[src/rtl/cart_bank_pkg.sv]
package cart_bank_pkg;

    // Fixed processor address map geometry
    localparam int CPU_AW      = 16;
    localparam int ROM_PAGE_AW = 14;   // 16 KiB ROM window
    localparam int RAM_PAGE_AW = 13;   // 8 KiB RAM window

    localparam logic [7:0] RAM_GATE_KEY = 8'h0A;
    localparam logic [7:0] OPEN_BUS     = 8'hFF;
    localparam logic [7:0] EMPTY_BYTE   = 8'h00;

    typedef enum logic [0:0] {
        MODE_ROM_BANKING = 1'b0,
        MODE_RAM_BANKING = 1'b1
    } bank_mode_e;

    typedef enum logic [2:0] {
        SEL_RAM_GATE,
        SEL_BANK_LO,
        SEL_BANK_HI,
        SEL_MODE,
        SEL_NONE
    } ctrl_sel_e;

    typedef enum logic [1:0] {
        WIN_ROM_FIXED,
        WIN_ROM_BANKED,
        WIN_RAM,
        WIN_NONE
    } window_e;

    // Control register targeted by a write, from address bits 15:13
    function automatic ctrl_sel_e decode_ctrl(input logic [2:0] top);
        ctrl_sel_e s;
        case (top)
            3'd0:    s = SEL_RAM_GATE;
            3'd1:    s = SEL_BANK_LO;
            3'd2:    s = SEL_BANK_HI;
            3'd3:    s = SEL_MODE;
            default: s = SEL_NONE;
        endcase
        return s;
    endfunction

    // Memory window of an access, from address bits 15:13
    function automatic window_e decode_window(input logic [2:0] top);
        window_e w;
        case (top)
            3'd0, 3'd1: w = WIN_ROM_FIXED;
            3'd2, 3'd3: w = WIN_ROM_BANKED;
            3'd5:       w = WIN_RAM;
            default:    w = WIN_NONE;
        endcase
        return w;
    endfunction

endpackage

[src/rtl/cart_bank_regs.sv]
module cart_bank_regs
    import cart_bank_pkg::*;
#(
    parameter int LO_W = 5,
    parameter int HI_W = 2
) (
    input  logic                   clk,
    input  logic                   rst_n,
    input  logic                   wr_en,
    input  ctrl_sel_e              sel,
    input  logic [7:0]             wdata,
    output logic [LO_W+HI_W-1:0]   rom_bank,
    output logic [HI_W-1:0]        ram_bank,
    output logic                   ram_gate,
    output bank_mode_e             mode
);

    typedef struct packed {
        logic [HI_W-1:0] rom_hi;
        logic [LO_W-1:0] rom_lo;
        logic [HI_W-1:0] ram_pg;
        bank_mode_e      mode;
        logic            gate;
    } bank_state_t;

    localparam bank_state_t RESET_STATE = '{
        rom_hi: '0,
        rom_lo: LO_W'(1),
        ram_pg: '0,
        mode:   MODE_ROM_BANKING,
        gate:   1'b0
    };

    bank_state_t st_d, st_q;
    bank_mode_e  req_mode;

    always_comb begin
        st_d     = st_q;
        req_mode = bank_mode_e'(wdata[0]);
        if (wr_en) begin
            case (sel)
                SEL_RAM_GATE: begin
                    st_d.gate = (wdata == RAM_GATE_KEY);
                end
                SEL_BANK_LO: begin
                    st_d.rom_lo = wdata[LO_W-1:0];
                    if (st_d.rom_lo == '0) begin
                        st_d.rom_lo = LO_W'(1);
                    end
                end
                SEL_BANK_HI: begin
                    if (st_q.mode == MODE_RAM_BANKING) begin
                        st_d.ram_pg = wdata[HI_W-1:0];
                    end else begin
                        st_d.rom_hi = wdata[HI_W-1:0];
                    end
                end
                SEL_MODE: begin
                    if (req_mode != st_q.mode) begin
                        st_d.mode = req_mode;
                        if (req_mode == MODE_RAM_BANKING) begin
                            st_d.ram_pg = st_q.rom_hi;
                            st_d.rom_hi = '0;
                        end else begin
                            st_d.rom_hi = st_q.ram_pg;
                            st_d.ram_pg = '0;
                        end
                    end
                end
                default: ;
            endcase
        end
    end

    always_ff @(posedge clk) begin
        if (!rst_n) begin
            st_q <= RESET_STATE;
        end else begin
            st_q <= st_d;
        end
    end

    assign rom_bank = {st_q.rom_hi, st_q.rom_lo};
    assign ram_bank = st_q.ram_pg;
    assign ram_gate = st_q.gate;
    assign mode     = st_q.mode;

    // Assertions guarding the register file

    AST_GATE_HOLDS: assert property (@(posedge clk) disable iff (!rst_n)
        !(wr_en && sel == SEL_RAM_GATE) |=> $stable(st_q.gate));

    AST_GATE_KEY: assert property (@(posedge clk) disable iff (!rst_n)
        (wr_en && sel == SEL_RAM_GATE && wdata == RAM_GATE_KEY) |=> st_q.gate);

    AST_HI_KEPT_ON_LO_WRITE: assert property (@(posedge clk) disable iff (!rst_n)
        (wr_en && sel == SEL_BANK_LO) |=> $stable(st_q.rom_hi));

    AST_LO_ZERO_REMAP: assert property (@(posedge clk) disable iff (!rst_n)
        (wr_en && sel == SEL_BANK_LO && wdata[LO_W-1:0] == '0) |=> st_q.rom_lo == LO_W'(1));

    AST_RAM_MODE_HI_CLEAR: assert property (@(posedge clk) disable iff (!rst_n)
        (st_q.mode == MODE_RAM_BANKING) |-> st_q.rom_hi == '0);

    AST_ROM_MODE_RAMPG_ZERO: assert property (@(posedge clk) disable iff (!rst_n)
        (st_q.mode == MODE_ROM_BANKING) |-> st_q.ram_pg == '0);

    AST_MODE_HOLDS: assert property (@(posedge clk) disable iff (!rst_n)
        !(wr_en && sel == SEL_MODE) |=> $stable(st_q.mode));

endmodule

[src/rtl/cart_bank_map.sv]
module cart_bank_map
    import cart_bank_pkg::*;
#(
    parameter int LO_W       = 5,
    parameter int HI_W       = 2,
    parameter int ROM_BANKS  = 64,
    parameter int RAM_BANKS  = 2,
    parameter bit RAM_FITTED = 1'b1
) (
    input  logic [CPU_AW-1:0]                  cpu_addr,
    input  logic                               cpu_rd,
    input  logic                               cpu_wr,
    input  logic [LO_W+HI_W-1:0]               rom_bank,
    input  logic [HI_W-1:0]                    ram_bank,
    input  logic                               ram_gate,
    input  logic [7:0]                         rom_rdata,
    input  logic [7:0]                         ram_rdata,
    output logic [ROM_PAGE_AW+LO_W+HI_W-1:0]   rom_addr,
    output logic                               rom_cs,
    output logic [RAM_PAGE_AW+HI_W-1:0]        ram_addr,
    output logic                               ram_cs,
    output logic                               ram_we,
    output logic [7:0]                         rdata
);

    localparam int BANK_W = LO_W + HI_W;
    localparam logic [BANK_W:0] ROM_LIMIT = (BANK_W+1)'(ROM_BANKS);

    window_e win;
    logic    rom_page_ok;
    logic    ram_present;
    logic    ram_page_ok;

    assign win         = decode_window(cpu_addr[CPU_AW-1:CPU_AW-3]);
    assign rom_page_ok = ({1'b0, rom_bank} < ROM_LIMIT);

    if (RAM_FITTED) begin : g_ram
        localparam logic [HI_W:0] RAM_LIMIT = (HI_W+1)'(RAM_BANKS);
        assign ram_present = 1'b1;
        assign ram_page_ok = ({1'b0, ram_bank} < RAM_LIMIT);
    end else begin : g_no_ram
        assign ram_present = 1'b0;
        assign ram_page_ok = 1'b0;
    end

    always_comb begin
        rom_addr = {{BANK_W{1'b0}}, cpu_addr[ROM_PAGE_AW-1:0]};
        rom_cs   = 1'b0;
        ram_addr = {ram_bank, cpu_addr[RAM_PAGE_AW-1:0]};
        ram_cs   = 1'b0;
        ram_we   = 1'b0;
        rdata    = OPEN_BUS;
        case (win)
            WIN_ROM_FIXED: begin
                rom_cs = cpu_rd;
                rdata  = rom_rdata;
            end
            WIN_ROM_BANKED: begin
                rom_addr = {rom_bank, cpu_addr[ROM_PAGE_AW-1:0]};
                if (rom_page_ok) begin
                    rom_cs = cpu_rd;
                    rdata  = rom_rdata;
                end else begin
                    rdata  = EMPTY_BYTE;
                end
            end
            WIN_RAM: begin
                if (!ram_present) begin
                    rdata = EMPTY_BYTE;
                end else if (!ram_gate) begin
                    rdata = OPEN_BUS;
                end else if (!ram_page_ok) begin
                    rdata = EMPTY_BYTE;
                end else begin
                    ram_cs = cpu_rd | cpu_wr;
                    ram_we = cpu_wr;
                    rdata  = ram_rdata;
                end
            end
            default: ;
        endcase
    end

endmodule

[src/rtl/cart_bank_ctrl.sv]
module cart_bank_ctrl
    import cart_bank_pkg::*;
#(
    parameter int ROM_LO_BITS = 5,
    parameter int ROM_HI_BITS = 2,
    parameter int ROM_BANKS   = 64,
    parameter int RAM_BANKS   = 2,
    parameter bit RAM_FITTED  = 1'b1
) (
    input  logic                                           clk,
    input  logic                                           rst_n,
    input  logic [15:0]                                    cpu_addr,
    input  logic [7:0]                                     cpu_wdata,
    input  logic                                           cpu_wr,
    input  logic                                           cpu_rd,
    output logic [7:0]                                     cpu_rdata,
    output logic [ROM_PAGE_AW+ROM_LO_BITS+ROM_HI_BITS-1:0] rom_addr,
    output logic                                           rom_cs,
    input  logic [7:0]                                     rom_rdata,
    output logic [RAM_PAGE_AW+ROM_HI_BITS-1:0]             ram_addr,
    output logic                                           ram_cs,
    output logic                                           ram_we,
    output logic [7:0]                                     ram_wdata,
    input  logic [7:0]                                     ram_rdata
);

    localparam int BANK_W = ROM_LO_BITS + ROM_HI_BITS;
    localparam int ROM_AW = ROM_PAGE_AW + BANK_W;
    localparam int RAM_AW = RAM_PAGE_AW + ROM_HI_BITS;
    localparam logic [BANK_W:0]      ROM_LIMIT = (BANK_W+1)'(ROM_BANKS);
    localparam logic [ROM_HI_BITS:0] RAM_LIMIT = (ROM_HI_BITS+1)'(RAM_BANKS);

    ctrl_sel_e               ctrl_sel;
    logic [BANK_W-1:0]       rom_bank;
    logic [ROM_HI_BITS-1:0]  ram_bank;
    logic                    ram_gate;
    bank_mode_e              mode;

    assign ctrl_sel  = decode_ctrl(cpu_addr[15:13]);
    assign ram_wdata = cpu_wdata;

    cart_bank_regs #(
        .LO_W (ROM_LO_BITS),
        .HI_W (ROM_HI_BITS)
    ) u_regs (
        .clk      (clk),
        .rst_n    (rst_n),
        .wr_en    (cpu_wr),
        .sel      (ctrl_sel),
        .wdata    (cpu_wdata),
        .rom_bank (rom_bank),
        .ram_bank (ram_bank),
        .ram_gate (ram_gate),
        .mode     (mode)
    );

    cart_bank_map #(
        .LO_W       (ROM_LO_BITS),
        .HI_W       (ROM_HI_BITS),
        .ROM_BANKS  (ROM_BANKS),
        .RAM_BANKS  (RAM_BANKS),
        .RAM_FITTED (RAM_FITTED)
    ) u_map (
        .cpu_addr  (cpu_addr),
        .cpu_rd    (cpu_rd),
        .cpu_wr    (cpu_wr),
        .rom_bank  (rom_bank),
        .ram_bank  (ram_bank),
        .ram_gate  (ram_gate),
        .rom_rdata (rom_rdata),
        .ram_rdata (ram_rdata),
        .rom_addr  (rom_addr),
        .rom_cs    (rom_cs),
        .ram_addr  (ram_addr),
        .ram_cs    (ram_cs),
        .ram_we    (ram_we),
        .rdata     (cpu_rdata)
    );

    // Assertions on the translated outputs

    AST_CS_EXCLUSIVE: assert property (@(posedge clk) disable iff (!rst_n)
        !(rom_cs && ram_cs));

    AST_WE_NEEDS_GATE: assert property (@(posedge clk) disable iff (!rst_n)
        ram_we |-> (ram_gate && cpu_wr));

    AST_WE_IN_WINDOW: assert property (@(posedge clk) disable iff (!rst_n)
        ram_we |-> (cpu_addr[15:13] == 3'b101));

    AST_ROM_SEL_IN_RANGE: assert property (@(posedge clk) disable iff (!rst_n)
        rom_cs |-> ({1'b0, rom_addr[ROM_AW-1:ROM_PAGE_AW]} < ROM_LIMIT));

    AST_RAM_SEL_IN_RANGE: assert property (@(posedge clk) disable iff (!rst_n)
        ram_cs |-> ({1'b0, ram_addr[RAM_AW-1:RAM_PAGE_AW]} < RAM_LIMIT));

    AST_NO_RAM_NO_SEL: assert property (@(posedge clk) disable iff (!rst_n)
        !RAM_FITTED |-> !ram_cs);

    AST_UNMAPPED_OPEN_BUS: assert property (@(posedge clk) disable iff (!rst_n)
        (cpu_addr[15:13] == 3'b100 || cpu_addr[15:14] == 2'b11) |-> (cpu_rdata == 8'hFF && !rom_cs && !ram_cs));

endmodule

[config.mk]
export PLATFORM = sky130hd
export DESIGN_NAME = cart_bank_ctrl
export DESIGN_NICKNAME = d
export VERILOG_FILES = /design/src/rtl/cart_bank_pkg.sv /design/src/rtl/cart_bank_regs.sv /design/src/rtl/cart_bank_map.sv /design/src/rtl/cart_bank_ctrl.sv
export SDC_FILE = /design/constraint.sdc
export NUM_CORES = 1
export LEC_CHECK = 0
export CELL_PAD_IN_SITES_DETAIL_PLACEMENT = 0
export CELL_PAD_IN_SITES_GLOBAL_PLACEMENT = 1
export CORE_UTILIZATION = 19
export CTS_CLUSTER_SIZE = 14
export DETAILED_ROUTE_END_ITERATION = 12
export PLACE_DENSITY_LB_ADDON = 0.1
export SETUP_SLACK_MARGIN = 0.15
export SYNTH_ARGS = -nofsm -noshare
export SYNTH_HDL_FRONTEND = slang
export SYNTH_HIERARCHICAL = 1
export SYNTH_SLANG_ARGS = --single-unit
[constraint.sdc]
create_clock -name clk -period 1.35 [get_ports clk]
set_input_delay 0.135 -clock clk [delete_from_list [all_inputs] [get_ports clk]]
set_output_delay 0.135 -clock clk [all_outputs]
set_load 0.005 [all_outputs]
## After elaboration in Yosys (flattened, before gate mapping)

Index checks and enable logic that the tools add are counted.

- Flip-flop bits (word level): 11
- Latch bits: 0
- RAM bits: 0
- Bits in read-only memories: 0
- Bits of input ports: 44
- Output and inout bits: 55
- Logic and storage cells: 58
- Memories: 0

- Add/sub/neg operators: 0
- $mul: 0
- Divide/modulo/power cells: 0
- Order comparisons: 2
- Equal/unequal tests: 14
- Shift-type cells: 0
- Muxes and demuxes: 24
- Bitwise gates (word level): 1
- Reduce and logical (&&, ||, !) cells: 12

Operators by type and width:

| operator | count |
|---|---|
| $mux 8 | 3 |
| $pmux 8 s3 | 1 |
| $mux 21 | 1 |
| $eq 3x2->1 const B | 4 |
| $pmux 3 s4 | 1 |
| $mux 2 | 5 |
| $eq 8x4->1 const B | 1 |
| $pmux 2 s2 | 2 |
| $reduce_and 4->1 | 2 |
| $lt 7x7->1 const B | 1 |
| $mux 1 | 7 |
| $eq 3x1->1 const B | 2 |
| $logic_not 3->1 | 2 |
| $pmux 2 s3 | 1 |
| $logic_not 5->1 | 1 |
| $mux 5 | 1 |
| $ne 2x1->1 const B | 2 |
| $reduce_and 2->1 | 2 |
| $reduce_or 2->1 | 2 |
| $eq 3x3->1 const B | 1 |
| $mux 3 | 1 |
| $reduce_and 3->1 | 1 |
| $eq 2x1->1 const B | 1 |
| $eq 2x2->1 const B | 1 |
| 7 further kinds | 7 |

## Depth between registers and ports, before layout

- Depth after elaboration: 5
- Mapped depth: 5
- Mapped depth without buffers: 5

## By module

The synthesis kept the hierarchy.

By module, submodules not included:

| module | instances | cells each | area an instance (µm²) | sequential area each (µm²) |
|---|---|---|---|---|
| cart_bank_regs | 1 | 63 | 561.8 | 220.2 |
| cart_bank_map | 1 | 72 | 503.0 | 0.0 |
| cart_bank_ctrl | 1 | 11 | 76.3 | 0.0 |

## Least setup slack after synthesis

OpenSTA, ideal clock, no wires.

- Path kind: input-to-reg
- Start point: input cpu_addr[13]
- End point: register u_regs.st_q (netlist bit u_regs/rom_bank[5])
- Library setup time: 91 ps
- Arrival: 1,181 ps
- Data required time: 1,259 ps
- Path slack: 78 ps
- Stages on the path: 5
- Path buffers: 0
- Cells stage by stage: nor2b_1 -> and2b_1 -> nand2_1 -> mux2_2 -> a311oi_1

- Longest elaborated chain between the ends: 5
- Elaborated cells on any way between the ends: 12
- Classes of those cells: eq/ne: 7; mux: 2; reduce/logical: 3

RTL lines:

| item | line | source |
|---|---|---|
| start, declared | cart_bank_ctrl.sv:12 | `input logic [15:0] cpu_addr,` |
| $eq 3x2->1 (tied with other cells) | cart_bank_pkg.sv:35 | `case (top)` |
| $pmux 3 s4 (*) | cart_bank_pkg.sv:35 |  |
| $eq 3x2->1 | cart_bank_regs.sv:41 | `case (sel)` |
| $ne 2x1->1 (no source line) (tied with other cells) | - |  |
| $reduce_and 4->1 (no source line) | - |  |
| end signal, assigned | cart_bank_regs.sv:79 | `st_q <= st_d;` |
| end, declared | cart_bank_regs.sv:34 | `bank_state_t st_d, st_q;` |

Every way passes the cells marked *; elsewhere a longest branch is shown, timed or not.
A chain may end at the register's enable or synchronous reset.

## Worst setup path in the final report

- Start point: register u_regs.st_q (netlist bit u_regs/ram_gate)
- End point: output cpu_rdata[5]

- Longest elaborated chain between the ends: 2

RTL lines:

| item | line | source |
|---|---|---|
| $mux 8 | cart_bank_map.sv:70 | `end else if (!ram_gate) begin` |
| $pmux 8 s3 | cart_bank_map.sv:53 | `case (win)` |
| end, declared | cart_bank_ctrl.sv:16 | `output logic [7:0] cpu_rdata,` |

Every way passes these cells.

==> metrics <==
HP Class=primary input to output port; sequential fraction of the synthesis area=0.1930; Post-route DRC=0; CP top delay family=flip-flops; ratio of cells with drive above 1 in the final layout=0.3909; leakage=between 0.8 and 0.9 nW; die area=around 0.0063 mm²; Max stage delay cell, worst path=dfxtp_2; Clock transition at path regs=~50 ps; Max-slew headroom=0.8137; syn_area_per_cell=slightly below 8 µm²; clock sinks=11; Cell Pwr Density=551.8 mW/mm²; initial DRC count=20; sequential power share=0.332; GR Overflow Total=0; Most Crowded Layer GR=met2; commonest non-fill, non-tap cell in the layout=clkdlybuf4s50_1; Yosys reg bits=11; # rows=27; Die H=around 80 µm; TritonCTS clock tree=done; met1 GRT Util=0.1291; Initial Utilization=0.2023; VDD IR max=around 0.00033 V; status=complete, but fails checks; distinct cell type count after synthesis=31; crit path cell chain=buf_6, and3b_2, o221ai_2, buf_2; CP Class=flop to output port; first-pass GRT wire length=approximately 5400 µm; Post-Syn Area=between 0.001 and 0.0015 mm²; Net Sw Frac=0.2633; DRT Pass-1 Iters=6; RSZ-0062 raised after global routing=yes; vias in the first global route=1141; violated checks=negative setup slack; Mapped Nets=between 150 and 200; Post-DRT Antenna Nets=0; IO buf count=between 50 and 60; most frequent cells in the layout=clkdlybuf4s50_1 (27), buf_4 (25), buf_2 (13), dlygate4sd2_1 (13); Synth-to-Final Area Change=59.98%; Final WS setup=-54.16 ps; final hold violations=0; Setup-failing EPs final=6; Setup crit end kind=output port; Comb power frac=0.335; post-DP HPWL=between 2000 and 3000 µm; Max Clock Skew=between 0.2 and 0.25 ps; Pins Over Slew Limit=0; GP Congestion=~0.76; CORE AREA=0.005642 mm²; Nets=between 200 and 250; routed via count=between 1000 and 1500; final core area utilization=0.3236; CP max FO=5; MaxCap Viol Count=0; clock tree buffer depth=2; highest clock rate=around 710 MHz; NetSw=roughly 0.27 mW; Startpoint Class=flop; final worst-path cycle share=1.040; Least-Margin Pin Slew=278.8 ps; fin crit period=1404 ps; Worst-Skew Late Latency=roughly 230 ps; CP Data Required Time=around 1200 ps; Worst EP arrival=around 1300 ps; total power=1.007 mW; final wirelength=about 3500 µm; met2 Use GR=0.1923; drt wl/cell=roughly 13 µm; Via density=between 4 and 5; global routing usage on met3=0.02971; slowest stage delay, CP=approximately 330 ps; P_int=approximately 0.74 mW; Post-Syn Instances=roughly 150; CP Buf/Inv Count=2; CTS root buf=clkbuf_8; die width=~79 µm; pin count of the biggest net entering global routing=13; Top-Level Pins=99; H-tree Lvls=1; CTS Buf Count=3; number of antenna cells inserted=0; initial antenna violation count=0; GR Util All Layers=0.1096; Ys Warns=6; Clock Power Share=0.333
## cell type report
class | instances | area, µm²
flip-flops and latches | 11 | 226.5
fillers | 600 | 3816
clock buffers | 4 | 45.04
well taps | 72 | 90.09
multi-input cells | 82 | 674.4
inverters | 11 | 41.29
repair buffers | 89 | 748.2
## path summary, 6_finish.rpt
path | start | end | slack (ps) | cells past startpoint
setup / recovery | u_regs/ram_gate | cpu_rdata[5] | -50 | 4
hold reg to reg | u_regs/rom_bank[4] | u_regs/rom_bank[4] | 480 | 2
setup reg to reg | u_regs/mode | u_regs/rom_bank[6] | 290 | 3
hold / removal | cpu_addr[12] | rom_addr[12] | 270 | 0
## through the flow
stage / hold WS, ps / setup TNS, ps / area, µm² / std cells / setup WS, ps
floorplan: 223.9 / 0 / 1144 / 146 / 172.1
global placement: 270.1 / -13430 / 1662 / 255 / -561.9
detailed placement: 270.1 / -13600 / 1662 / 255 / -605.0
CTS: 270.1 / -274.4 / 1807 / 266 / -53.12
global route: 270.0 / -652.5 / 1826 / 269 / -107.2
finish: 270.0 / -191.6 / 1826 / 269 / -54.16
## what timing repair did
item                                    4_1_cts  5_1_grt
buffers inserted                              6        3
endpoints found under the setup margin       40       20
pin swaps                                     8        4
hold buffers                                  0        0
resized for setup                           102       14
hold endpoints to repair                      0        0
cloned                                        1        0
## registers in the layout (all words and copies together) (netlist names)
register         cells
u_regs/ram_gate      1
u_regs/rom_bank      7
u_regs/ram_bank      2
u_regs/mode          1
## power groups by stage
stage | Combinational [mW] | Sequential, mW | Clock, mW
floorplan | 0.180 | 0.340 | 0
global placement | 0.320 | 0.341 | 0
detailed placement | 0.318 | 0.340 | 0
CTS | 0.329 | 0.334 | 0.353
global route | 0.368 | 0.335 | 0.362
finish | 0.338 | 0.334 | 0.335
## synthesized netlist by cell type
library cell,number,area (µm²)
nor2_1,10,37.54
nand3_1,1,5.000
and2b_1,2,15.01
and3b_1,1,8.760
nor4_1,1,6.260
buf_4,38,285.3
nand2_1,10,37.54
o211ai_1,1,7.510
inv_1,9,33.78
nor3b_1,1,7.510
buf_6,2,22.52
a311oi_1,3,26.28
xnor2_1,2,17.52
mux2_2,1,11.26
and2_1,7,43.79
clkbuf_1,2,7.510
nor4_2,1,12.51
nor2b_1,6,37.54
nand3b_1,8,60.06
o221ai_1,8,70.07
and3_1,1,6.260
buf_2,1,5.000
clkinv_1,1,3.750
mux2i_1,9,90.09
a21oi_1,4,20.02
a41o_1,1,10.01
a21o_1,1,7.510
inv_2,1,3.750
dfxtp_1,11,220.2
o211a_1,1,10.01
or4_4,1,11.26
## metal layers
| metal | share of wire | routed length [µm] |
|---|---|---|
| met1 | 0.43 | 1522 |
| met2 | 0.47 | 1666 |
| met3 | 0.086 | 302 |
| met4 | 0.0051 | 18 |
| met5 | 0 | 0 |
## cell families (layout without fill, tap and decap cells)
| kind of cell | count (synthesis) | in the layout | synth area share |
|---|---|---|---|
| simple gates | 50 | 51 | 0.2533 |
| xor+xnor | 2 | 2 | 0.01535 |
| mux | 10 | 10 | 0.08882 |
| flops | 11 | 11 | 0.1930 |
| compound gates | 19 | 19 | 0.1327 |
| buf+inv | 54 | 104 | 0.3169 |
Note: power is estimated with default switching activity, not from simulation.
